<file path="config.mk">
export PLATFORM = sky130hd
export DESIGN_NAME = sram_ctrl
export DESIGN_NICKNAME = d
export VERILOG_FILES = /design/src/rtl/sram_ctrl_pkg.sv /design/src/rtl/sram_timer.sv /design/src/rtl/sram_seq.sv /design/src/rtl/sram_pins.sv /design/src/rtl/sram_ctrl.sv
export SDC_FILE = /design/constraint.sdc
export NUM_CORES = 1
export LEC_CHECK = 0
export BUFFER_PORTS_ARGS = -buffer_cell sky130_fd_sc_hd__clkbuf_2
export CORE_MARGIN = 8
export CORE_UTILIZATION = 49
export DETAILED_ROUTE_END_ITERATION = 10
export GPL_TIMING_DRIVEN = 0
export HOLD_SLACK_MARGIN = 0.06
export MAX_ROUTING_LAYER = met4
export PLACE_DENSITY = 0.83
export SKIP_LAST_GASP = 1
export SYNTH_ARGS = -nofsm -noshare
export SYNTH_HDL_FRONTEND = slang
export SYNTH_SLANG_ARGS = --single-unit
</file>
<file path="constraint.sdc">
create_clock -name clk_i -period 3.34 [get_ports clk_i]
set_input_delay 0.668 -clock clk_i [delete_from_list [all_inputs] [get_ports clk_i]]
set_output_delay 0.668 -clock clk_i [all_outputs]
set_load 0.005 [all_outputs]
</file>
<file path="src/rtl/sram_ctrl_pkg.sv">
package sram_ctrl_pkg;

  typedef enum logic [2:0] {
    ST_IDLE  = 3'd0,
    ST_SETUP = 3'd1,
    ST_WSTRB = 3'd2,
    ST_WREC  = 3'd3,
    ST_RACC  = 3'd4,
    ST_PAD   = 3'd5
  } sram_state_e;

  function automatic int unsigned max_u(input int unsigned a, input int unsigned b);
    return (a > b) ? a : b;
  endfunction

endpackage

</file>
<file path="src/rtl/sram_timer.sv">
module sram_timer #(
  parameter int unsigned W = 4
) (
  input  logic         clk_i,
  input  logic         rst_ni,
  input  logic         load_i,
  input  logic [W-1:0] load_val_i,
  output logic         zero_o
);

  logic [W-1:0] cnt_q;

  always_ff @(posedge clk_i or negedge rst_ni) begin
    if (!rst_ni)              cnt_q <= '0;
    else if (load_i)          cnt_q <= load_val_i;
    else if (cnt_q != '0)     cnt_q <= cnt_q - 1'b1;
  end

  assign zero_o = (cnt_q == '0);

endmodule

</file>
<file path="src/rtl/sram_seq.sv">
module sram_seq
  import sram_ctrl_pkg::*;
#(
  parameter int unsigned ADDR_W     = 13,
  parameter int unsigned DATA_W     = 8,
  parameter int unsigned SETUP_CYC  = 1,
  parameter int unsigned WPULSE_CYC = 2,
  parameter int unsigned WREC_CYC   = 1,
  parameter int unsigned WCYCLE_CYC = 5,
  parameter int unsigned ACCESS_CYC = 3,
  parameter int unsigned RCYCLE_CYC = 4
) (
  input  logic              clk_i,
  input  logic              rst_ni,
  input  logic              req_valid_i,
  input  logic              req_we_i,
  input  logic [ADDR_W-1:0] req_addr_i,
  input  logic [DATA_W-1:0] req_wdata_i,
  output logic              req_ready_o,
  output sram_state_e       state_o,
  output logic              last_o,
  output logic [ADDR_W-1:0] addr_o,
  output logic [DATA_W-1:0] wdata_o
);

  localparam int unsigned W_BODY  = SETUP_CYC + WPULSE_CYC + WREC_CYC;
  localparam int unsigned W_PAD   = (WCYCLE_CYC > W_BODY) ? WCYCLE_CYC - W_BODY : 0;
  localparam int unsigned R_PAD   = (RCYCLE_CYC > ACCESS_CYC) ? RCYCLE_CYC - ACCESS_CYC : 0;
  localparam int unsigned MAX_LEN = max_u(max_u(max_u(SETUP_CYC, WPULSE_CYC), max_u(WREC_CYC, ACCESS_CYC)),
                                          max_u(max_u(W_PAD, R_PAD), 1));
  localparam int unsigned CW      = $clog2(MAX_LEN + 1);

  sram_state_e   st_q, st_d;
  logic          ld;
  logic [CW-1:0] ld_val;
  logic          zero;
  logic [ADDR_W-1:0] addr_q;
  logic [DATA_W-1:0] wdata_q;

  sram_timer #(.W(CW)) u_timer (
    .clk_i      (clk_i),
    .rst_ni     (rst_ni),
    .load_i     (ld),
    .load_val_i (ld_val),
    .zero_o     (zero)
  );

  always_comb begin
    st_d   = st_q;
    ld     = 1'b0;
    ld_val = '0;
    unique case (st_q)
      ST_IDLE: if (req_valid_i) begin
        ld = 1'b1;
        if (req_we_i) begin
          st_d   = ST_SETUP;
          ld_val = CW'(SETUP_CYC - 1);
        end else begin
          st_d   = ST_RACC;
          ld_val = CW'(ACCESS_CYC - 1);
        end
      end
      ST_SETUP: if (zero) begin
        st_d   = ST_WSTRB;
        ld     = 1'b1;
        ld_val = CW'(WPULSE_CYC - 1);
      end
      ST_WSTRB: if (zero) begin
        st_d   = ST_WREC;
        ld     = 1'b1;
        ld_val = CW'(WREC_CYC - 1);
      end
      ST_WREC: if (zero) begin
        if (W_PAD != 0) begin
          st_d   = ST_PAD;
          ld     = 1'b1;
          ld_val = CW'(W_PAD - 1);
        end else begin
          st_d = ST_IDLE;
        end
      end
      ST_RACC: if (zero) begin
        if (R_PAD != 0) begin
          st_d   = ST_PAD;
          ld     = 1'b1;
          ld_val = CW'(R_PAD - 1);
        end else begin
          st_d = ST_IDLE;
        end
      end
      ST_PAD: if (zero) st_d = ST_IDLE;
      default: st_d = ST_IDLE;
    endcase
  end

  always_ff @(posedge clk_i or negedge rst_ni) begin
    if (!rst_ni) begin
      st_q    <= ST_IDLE;
      addr_q  <= '0;
      wdata_q <= '0;
    end else begin
      st_q <= st_d;
      // operands latched only at acceptance; strobes are idle then
      if (st_q == ST_IDLE && req_valid_i) begin
        addr_q  <= req_addr_i;
        wdata_q <= req_wdata_i;
      end
    end
  end

  assign req_ready_o = (st_q == ST_IDLE);
  assign state_o     = st_q;
  assign last_o      = zero;
  assign addr_o      = addr_q;
  assign wdata_o     = wdata_q;

  // an accepted request always leaves idle in the next cycle
  p_leave_idle_r8: assert property (@(posedge clk_i) disable iff (!rst_ni)
    (req_valid_i && req_ready_o) |=> !req_ready_o);

endmodule

</file>
<file path="src/rtl/sram_pins.sv">
module sram_pins
  import sram_ctrl_pkg::*;
#(
  parameter int unsigned ADDR_W     = 13,
  parameter int unsigned DATA_W     = 8,
  parameter int unsigned WPULSE_CYC = 2
) (
  input  logic              clk_i,
  input  logic              rst_ni,
  input  sram_state_e       state_i,
  input  logic              last_i,
  input  logic              req_ready_i,
  input  logic [ADDR_W-1:0] addr_i,
  input  logic [DATA_W-1:0] wdata_i,
  input  logic [DATA_W-1:0] sram_dq_i,
  output logic [ADDR_W-1:0] sram_addr_o,
  output logic [DATA_W-1:0] sram_dq_o,
  output logic              sram_dq_oe_o,
  output logic              sram_cs_n_o,
  output logic              sram_cs_o,
  output logic              sram_we_n_o,
  output logic              sram_oe_n_o,
  output logic              rsp_valid_o,
  output logic [DATA_W-1:0] rsp_rdata_o
);

  logic sel, strobe, rd_en;
  logic [DATA_W-1:0] rdata_q;
  logic              rvalid_q;

  assign sel    = (state_i == ST_SETUP) || (state_i == ST_WSTRB) ||
                  (state_i == ST_WREC)  || (state_i == ST_RACC);
  assign strobe = (state_i == ST_WSTRB);
  assign rd_en  = (state_i == ST_RACC);

  assign sram_addr_o  = addr_i;
  assign sram_dq_o    = wdata_i;
  assign sram_dq_oe_o = strobe;
  assign sram_cs_n_o  = ~sel;
  assign sram_cs_o    = sel;
  assign sram_we_n_o  = ~strobe;
  assign sram_oe_n_o  = ~rd_en;

  always_ff @(posedge clk_i or negedge rst_ni) begin
    if (!rst_ni) begin
      rdata_q  <= '0;
      rvalid_q <= 1'b0;
    end else begin
      rvalid_q <= rd_en && last_i;
      if (rd_en && last_i) rdata_q <= sram_dq_i;
    end
  end

  assign rsp_valid_o = rvalid_q;
  assign rsp_rdata_o = rdata_q;

  // checker state: length of the current write-enable low run
  logic [15:0] we_run_q;
  always_ff @(posedge clk_i or negedge rst_ni) begin
    if (!rst_ni)           we_run_q <= '0;
    else if (!sram_we_n_o) we_run_q <= we_run_q + 16'd1;
    else                   we_run_q <= '0;
  end

  p_we_selected_r2: assert property (@(posedge clk_i) disable iff (!rst_ni)
    !sram_we_n_o |-> (!sram_cs_n_o && sram_cs_o && sram_oe_n_o));

  p_addr_quiet_r3: assert property (@(posedge clk_i) disable iff (!rst_ni)
    !$stable(sram_addr_o) |-> (sram_we_n_o && $past(sram_we_n_o) && $past(sram_cs_n_o)));

  p_wp_len_r4: assert property (@(posedge clk_i) disable iff (!rst_ni)
    $rose(sram_we_n_o) |-> (we_run_q == 16'(WPULSE_CYC)));

  p_read_we_high_r5: assert property (@(posedge clk_i) disable iff (!rst_ni)
    !sram_oe_n_o |-> sram_we_n_o);

  p_done_pulse_r5: assert property (@(posedge clk_i) disable iff (!rst_ni)
    rsp_valid_o |=> !rsp_valid_o);

  p_bus_turn_r6: assert property (@(posedge clk_i) disable iff (!rst_ni)
    !sram_oe_n_o |-> (!sram_dq_oe_o && !$past(sram_dq_oe_o)));

  p_ready_quiet_r7: assert property (@(posedge clk_i) disable iff (!rst_ni)
    req_ready_i |-> (sram_cs_n_o && !sram_cs_o && sram_we_n_o && sram_oe_n_o && !sram_dq_oe_o));

endmodule

</file>
<file path="src/rtl/sram_ctrl.sv">
module sram_ctrl
  import sram_ctrl_pkg::*;
#(
  parameter int unsigned ADDR_W     = 13,
  parameter int unsigned DATA_W     = 8,
  parameter int unsigned SETUP_CYC  = 1,
  parameter int unsigned WPULSE_CYC = 2,
  parameter int unsigned WREC_CYC   = 1,
  parameter int unsigned WCYCLE_CYC = 5,
  parameter int unsigned ACCESS_CYC = 3,
  parameter int unsigned RCYCLE_CYC = 4
) (
  input  logic              clk_i,
  input  logic              rst_ni,
  input  logic              req_valid_i,
  output logic              req_ready_o,
  input  logic              req_we_i,
  input  logic [ADDR_W-1:0] req_addr_i,
  input  logic [DATA_W-1:0] req_wdata_i,
  output logic              rsp_valid_o,
  output logic [DATA_W-1:0] rsp_rdata_o,
  output logic [ADDR_W-1:0] sram_addr_o,
  output logic [DATA_W-1:0] sram_dq_o,
  output logic              sram_dq_oe_o,
  input  logic [DATA_W-1:0] sram_dq_i,
  output logic              sram_cs_n_o,
  output logic              sram_cs_o,
  output logic              sram_we_n_o,
  output logic              sram_oe_n_o
);

  sram_state_e       state;
  logic              last;
  logic [ADDR_W-1:0] addr_q;
  logic [DATA_W-1:0] wdata_q;

  sram_seq #(
    .ADDR_W(ADDR_W), .DATA_W(DATA_W),
    .SETUP_CYC(SETUP_CYC), .WPULSE_CYC(WPULSE_CYC), .WREC_CYC(WREC_CYC),
    .WCYCLE_CYC(WCYCLE_CYC), .ACCESS_CYC(ACCESS_CYC), .RCYCLE_CYC(RCYCLE_CYC)
  ) u_seq (
    .clk_i       (clk_i),
    .rst_ni      (rst_ni),
    .req_valid_i (req_valid_i),
    .req_we_i    (req_we_i),
    .req_addr_i  (req_addr_i),
    .req_wdata_i (req_wdata_i),
    .req_ready_o (req_ready_o),
    .state_o     (state),
    .last_o      (last),
    .addr_o      (addr_q),
    .wdata_o     (wdata_q)
  );

  sram_pins #(
    .ADDR_W(ADDR_W), .DATA_W(DATA_W), .WPULSE_CYC(WPULSE_CYC)
  ) u_pins (
    .clk_i        (clk_i),
    .rst_ni       (rst_ni),
    .state_i      (state),
    .last_i       (last),
    .req_ready_i  (req_ready_o),
    .addr_i       (addr_q),
    .wdata_i      (wdata_q),
    .sram_dq_i    (sram_dq_i),
    .sram_addr_o  (sram_addr_o),
    .sram_dq_o    (sram_dq_o),
    .sram_dq_oe_o (sram_dq_oe_o),
    .sram_cs_n_o  (sram_cs_n_o),
    .sram_cs_o    (sram_cs_o),
    .sram_we_n_o  (sram_we_n_o),
    .sram_oe_n_o  (sram_oe_n_o),
    .rsp_valid_o  (rsp_valid_o),
    .rsp_rdata_o  (rsp_rdata_o)
  );

endmodule

</file>
== Yosys cells after proc, flatten, opt, wreduce, memory -nomap -nowiden ==
Cells that the tools add are included.

* Multiplexer cells: 16
* Reduce and logical (&&, ||, !) cells: 12
* Add/sub/neg operators: 1
* Eq/ne operators: 10
* Bitwise operators: 3

{| class="wikitable"
|+ Operator list
! kind !! number
|-
| 2-to-1 mux 3 bit || 6
|-
| one-hot mux 3 bit (5 select lines) || 1
|-
| 2-to-1 mux 2 bit || 4
|-
| != test 2 x 1 -> 1 bit, second input constant || 4
|-
| == test 3 x 2 -> 1 bit, second input constant || 2
|-
| == test 3 bit, second input constant || 2
|-
| AND reduction 5 bit || 1
|-
| one-hot mux 2 bit (2 select lines) || 1
|-
| nonzero test 2 bit || 2
|-
| OR reduction 4 bit || 1
|-
| == test 3 x 1 -> 1 bit, second input constant || 1
|-
| logical NOT 3 bit || 1
|-
| logical OR 1 bit || 3
|-
| 2-to-1 mux 1 bit || 3
|-
| NOT 1 bit || 3
|-
| logical AND 1 bit || 2
|-
| logical NOT 2 bit || 1
|-
| != test 2 bit, second input constant || 1
|-
| one-hot mux 1 bit (2 select lines) || 1
|-
| OR reduction 2 bit || 1
|-
| subtractor 2 x 1 -> 2 bit, second input constant || 1
|}

* Output and inout port bits: 36
* Flip-flop bits (word level): 35
* Input port bits: 33

== Logic depth before layout (Yosys ltp) ==
* Depth after elaboration: 5
* Mapped depth: 6
* Depth with buffers taken out: 5

== Cells and area by module ==
Synthesis repeated with hierarchy kept, for this count alone.

* Cells, all modules: 132
* Area total of the unflattened synthesis: 1,795.5 sq um

{| class="wikitable"
|+ By module, submodules not included
! module !! cells each !! seq. area each (sq um) !! area each (sq um) !! times used
|-
| sram_seq || 73 || 600.6 || 1,116.1 || 1
|-
| sram_pins || 47 || 225.2 || 565.5 || 1
|-
| sram_timer || 12 || 50.0 || 113.9 || 1
|}

== Worst setup path after synthesis ==
Ideal clock, no wire load.

* Path type: flip-flop to output port
* Start point: register u_seq.st_q[0] (netlist: u_seq.state_o[0])
* End point: output req_ready_o
* Path slack: 1,678 ps
* Data arrival time: 994 ps
* Buffers on the path: 1
* Stages on the path, launching flop included: 4
* Data required time: 2,672 ps
* Cell sequence: dfrtp_1 -> buf_2 -> or2_2 -> nor2_1

* Cells in the longest elaborated chain, start to end: 1

{| class="wikitable"
|+ RTL lines
! what !! line !! RTL
|-
| start, declared || sram_seq.sv:33 || <nowiki>sram_state_e st_q, st_d;</nowiki>
|-
| start signal, assigned || sram_seq.sv:102 || <nowiki>st_q <= st_d;</nowiki>
|-
| logical NOT 3 bit || sram_seq.sv:111 || <nowiki>assign req_ready_o = (st_q == ST_IDLE);</nowiki>
|-
| end, declared || sram_ctrl.sv:16 || <nowiki>output logic req_ready_o,</nowiki>
|}

Every way passes these cells.

== Worst setup path after layout ==
* Start point: register u_seq.st_q[2] (netlist: u_seq.state_o[2])
* End point: output sram_cs_n_o

* Cells in the longest elaborated chain, start to end: 5
* Elaborated cells on any way between the ends: 8
* Classes of those cells: 4 x eq/ne; 1 x bitwise; 3 x reduce/logical

{| class="wikitable"
|+ RTL lines
! what !! line !! RTL
|-
| == test 3 x 1 -> 1 bit / == test 3 x 2 -> 1 bit (equally long branches) || sram_pins.sv:31 || <nowiki>assign sel = (state_i == ST_SETUP) || (state_i == ST_WSTRB) ||</nowiki>
|-
| logical OR 1 bit (2 in series) || sram_pins.sv:31 ||
|-
| logical OR 1 bit (*) || sram_pins.sv:32 || <nowiki>(state_i == ST_WREC) || (state_i == ST_RACC);</nowiki>
|-
| NOT 1 bit (*) || sram_pins.sv:39 || <nowiki>assign sram_cs_n_o = ~sel;</nowiki>
|-
| end, declared || sram_ctrl.sv:26 || <nowiki>output logic sram_cs_n_o,</nowiki>
|}

Mark *: on every way between the ends. The rest lies on a longest branch, timed or not.

==> flow_metrics.py <==
metrics = {
    "setup_path": {
        "worstRegToRegCells": 3,
        "required_ns": 2.67,
        "cp.arrival_ns": 1.51,
        "path_class": "reg2out",
        "worstSetupStartpointType": "register",
        "end_kind": "primary output",
        "crit_fanout": 10,
    },
    "global_routing": {
        "grt_max_degree": 36,
        "grt_pass1_wl_mm": 5.68,
        "grtUsageTotal": 0.143,
        "gr-total-overflow": 0,
        "grt_pass1_vias": 1255,
        "antenna_found_initial": 0,
    },
    "die": {
        "rows": 20,
        "die_area_um2": 5110,
        "core_um2": 3000,
        "io_pins": 69,
        "initial_utilization": 0.503,
        "die_w_um": 71.5,
        "die_h_um": 71.5,
    },
    "power": {
        "p_int_mw": 1.16,
        "swShare": 0.340,
        "ir_drop_v": 0.000477,
        "p_switching_mw": 0.599,
        "p_leak_nw": 0.978,
        "power_density_nw_per_um2": 912,
        "p_comb_frac": 0.461,
        "p_clk_frac": 0.110,
        "pwr-share-seq": 0.429,
    },
    "yosys": {
        "synth.most_common_cell": "dfrtp_1",
        "synth_area_per_cell_um2": 13.9,
        "syn-num-nets": 143,
        "ys_seq_area_frac": 0.580,
        "synth_edf_count": 0,
        "ys_ff_latch": 35,
        "synth_common_cells": "dfrtp_1, mux2_2, nor2_1",
        "async_reset_ff_frac": 1.00,
        "synth_flop_cell": "dfrtp_1",
        "synthTopCellsByArea": "dfrtp_1, mux2_2, buf_6",
        "ys.warnings.count": 0,
        "syn_area_um2": 1510,
        "synth.largest_area_cell": "dfrtp_1",
        "synthCells": 109,
        "yosys.area.top_type_share": 0.580,
        "yosysUniqueCellTypes": 28,
    },
    "routing": {
        "drt_first_pass_iters": 4,
        "drc": 0,
        "met2WireLength_mm": 1.76,
        "totalWireLength_mm": 3.36,
        "wl_met3_um": 212,
        "viasPerCell": 5.24,
        "ant_nets": 0,
        "wire_per_inst_um": 15.5,
        "drtIter0Drc": 41,
        "highest_layer": "met4",
        "wl_met1_mm": 1.37,
        "vias": 1132,
    },
    "timing": {
        "whs_ns": 0.421,
        "slew_headroom": 0.454,
        "slew_violations": 0,
        "hold_viol_final": 0,
        "finalCritPeriodShare": 0.653,
        "rsz0062_at_grt": "no",
        "setup_viol": 0,
        "period_needed_ns": 2.18,
        "finalSetupTns_ns": 0,
        "fin_ws_ns": 1.16,
        "worstMarginPinSlew_ns": 0.820,
        "max_freq_mhz": 459,
        "clock_skew_ns": 0.00324,
    },
    "placed_design": {
        "placed_area_um2": 1890,
        "place_inst": 210,
        "dp_slack_ns": 1.38,
        "numPortBuffers": 68,
        "hpwl_mm": 2.76,
        "gp_congestion": 0.855,
    },
    "finish": {
        "layout.cells.non_filler": 216,
        "fin_nets": 218,
        "design_area_um2": 1930,
        "area_growth_pct": 28.0,
        "num_antenna_cells": 0,
        "layout-drive-gt1-share": 0.607,
    },
    "clock_tree": {
        "cts.repair.resized": 0,
        "path_clk_slew_ns": 0.09,
        "htree_levels": 2,
        "worstSkewPairLatency_ns": 0.32,
        "cts_root_buffer": "clkbuf_4",
        "clkSinkCount": 35,
        "holdBufCountCts": 0,
        "tritoncts": "yes",
        "post_cts.repair.setup_buffers": 0,
        "clock_path_buffers": 2,
        "cts_buffers": 5,
    },
    "flow_run": {
        "drv_cap": 0,
    },
    "status": {
        "run_status": "finished clean",
    },
    "hold_path": {
        "hp-class": "in2async",
    },
}
-- layout make-up --
cell class	count	area, um2
fillers	248	1070
flip-flops and latches	35	876
repair buffers	68	340
multi-input cells	62	564
well taps	33	41.3
plain buffers	6	47.5
clock buffers	6	41.3
inverters	6	22.5
-- through the flow --
stage               power, mW   util
finish                   1.76  0.644
global route             1.91  0.644
CTS                      1.79  0.644
detailed placement       1.59  0.630
global placement         1.54  0.630
floorplan                1.24      -
-- registers in the layout, indices dropped and copies added (netlist names) --
signal               cells
u_pins.rsp_rdata_o       8
u_pins.rsp_valid_o       1
u_seq.addr_o            13
u_seq.state_o            3
u_seq.u_timer.cnt_q      2
u_seq.wdata_o            8
-- path summary, 6_finish.rpt --
| path | from | endpoint | slack, ns |
|---|---|---|---|
| max in group asynchronous | rst_ni | u_seq.addr_o[0]$_DFFE_PN0P_ | 2.40 |
| setup / recovery | u_seq.state_o[2]$_DFFE_PN0P_ | sram_cs_n_o | 1.16 |
| hold / removal | rst_ni | u_seq.addr_o[2]$_DFFE_PN0P_ | 0.42 |
| min in group clk_i | u_pins.rsp_rdata_o[6]$_DFFE_PN0P_ | u_pins.rsp_rdata_o[6]$_DFFE_PN0P_ | 0.51 |
| hold reg to reg | u_pins.rsp_rdata_o[6]$_DFFE_PN0P_ | u_pins.rsp_rdata_o[6]$_DFFE_PN0P_ | 0.51 |
| setup reg to reg | u_seq.state_o[2]$_DFFE_PN0P_ | u_seq.wdata_o[1]$_DFFE_PN0P_ | 1.65 |
-- cells in the final DEF (no fill, tap or decap) --
| cell | Yosys | final |
|---|---|---|
| clkbuf_1 | 1 | 2 |
| a21oi_1 | 2 | 2 |
| nor2b_1 | 3 | 3 |
| o21a_1 | 1 | 1 |
| nor2_1 | 7 | 7 |
| buf_2 | 2 | 2 |
| o221a_2 | 1 | 1 |
| a211oi_1 | 2 | 2 |
| xor2_1 | 1 | 1 |
| inv_1 | 6 | 6 |
| nor4_1 | 1 | 1 |
| nor4b_4 | 1 | 1 |
| and4bb_2 | 1 | 1 |
| ha_1 | 1 | 1 |
| mux2_2 | 28 | 28 |
| o32a_1 | 1 | 1 |
| xnor2_1 | 1 | 1 |
| dfrtp_1 | 35 | 35 |
| a22oi_1 | 1 | 1 |
| mux2_1 | 1 | 1 |
| buf_6 | 3 | 3 |
| o21ai_0 | 1 | 1 |
| clkbuf_4 | 0 | 5 |
| o221ai_1 | 1 | 1 |
| clkbuf_2 | 0 | 68 |
| nand2b_1 | 1 | 1 |
| a2111oi_2 | 1 | 1 |
| nand2_1 | 3 | 3 |
| o22ai_1 | 1 | 1 |
| or2_2 | 1 | 1 |
-- critical path, cell delays in order, from the launching register on --
cell and delay [ns]:
dfrtp_1 0.48, clkbuf_1 0.36, xnor2_1 0.18, inv_1 0.05
clkbuf_2 0.11
-- routing by layer --
metal | up-vias | GRT usage
met5 | - | -
met4 | 0 | 0.0408
met3 | 3 | 0.0572
met2 | 40 | 0.236
met1 | 559 | 0.157
li1 | 530 | -
-- cell families (layout without fill, tap and decap cells) --
group / Yosys count / in the layout / share of synthesized area
buf+inv: 12 / 86 / 0.0464
simple gates: 18 / 18 / 0.0737
mux: 29 / 29 / 0.216
xor+xnor: 2 / 2 / 0.0116
flops: 35 / 35 / 0.580
fa+ha+maj: 1 / 1 / 0.00828
compound gates: 12 / 12 / 0.0638
-- power by group through the flow --
stage / registers [mW] / clock network, mW / logic, mW
after global placement: 0.747 / 0 / 0.797
after CTS: 0.760 / 0.204 / 0.829
final: 0.756 / 0.194 / 0.812
after floorplan: 0.763 / 0 / 0.477
after global routing: 0.787 / 0.219 / 0.899
after detailed placement: 0.767 / 0 / 0.826
Power figures use the tool's default switching activity.
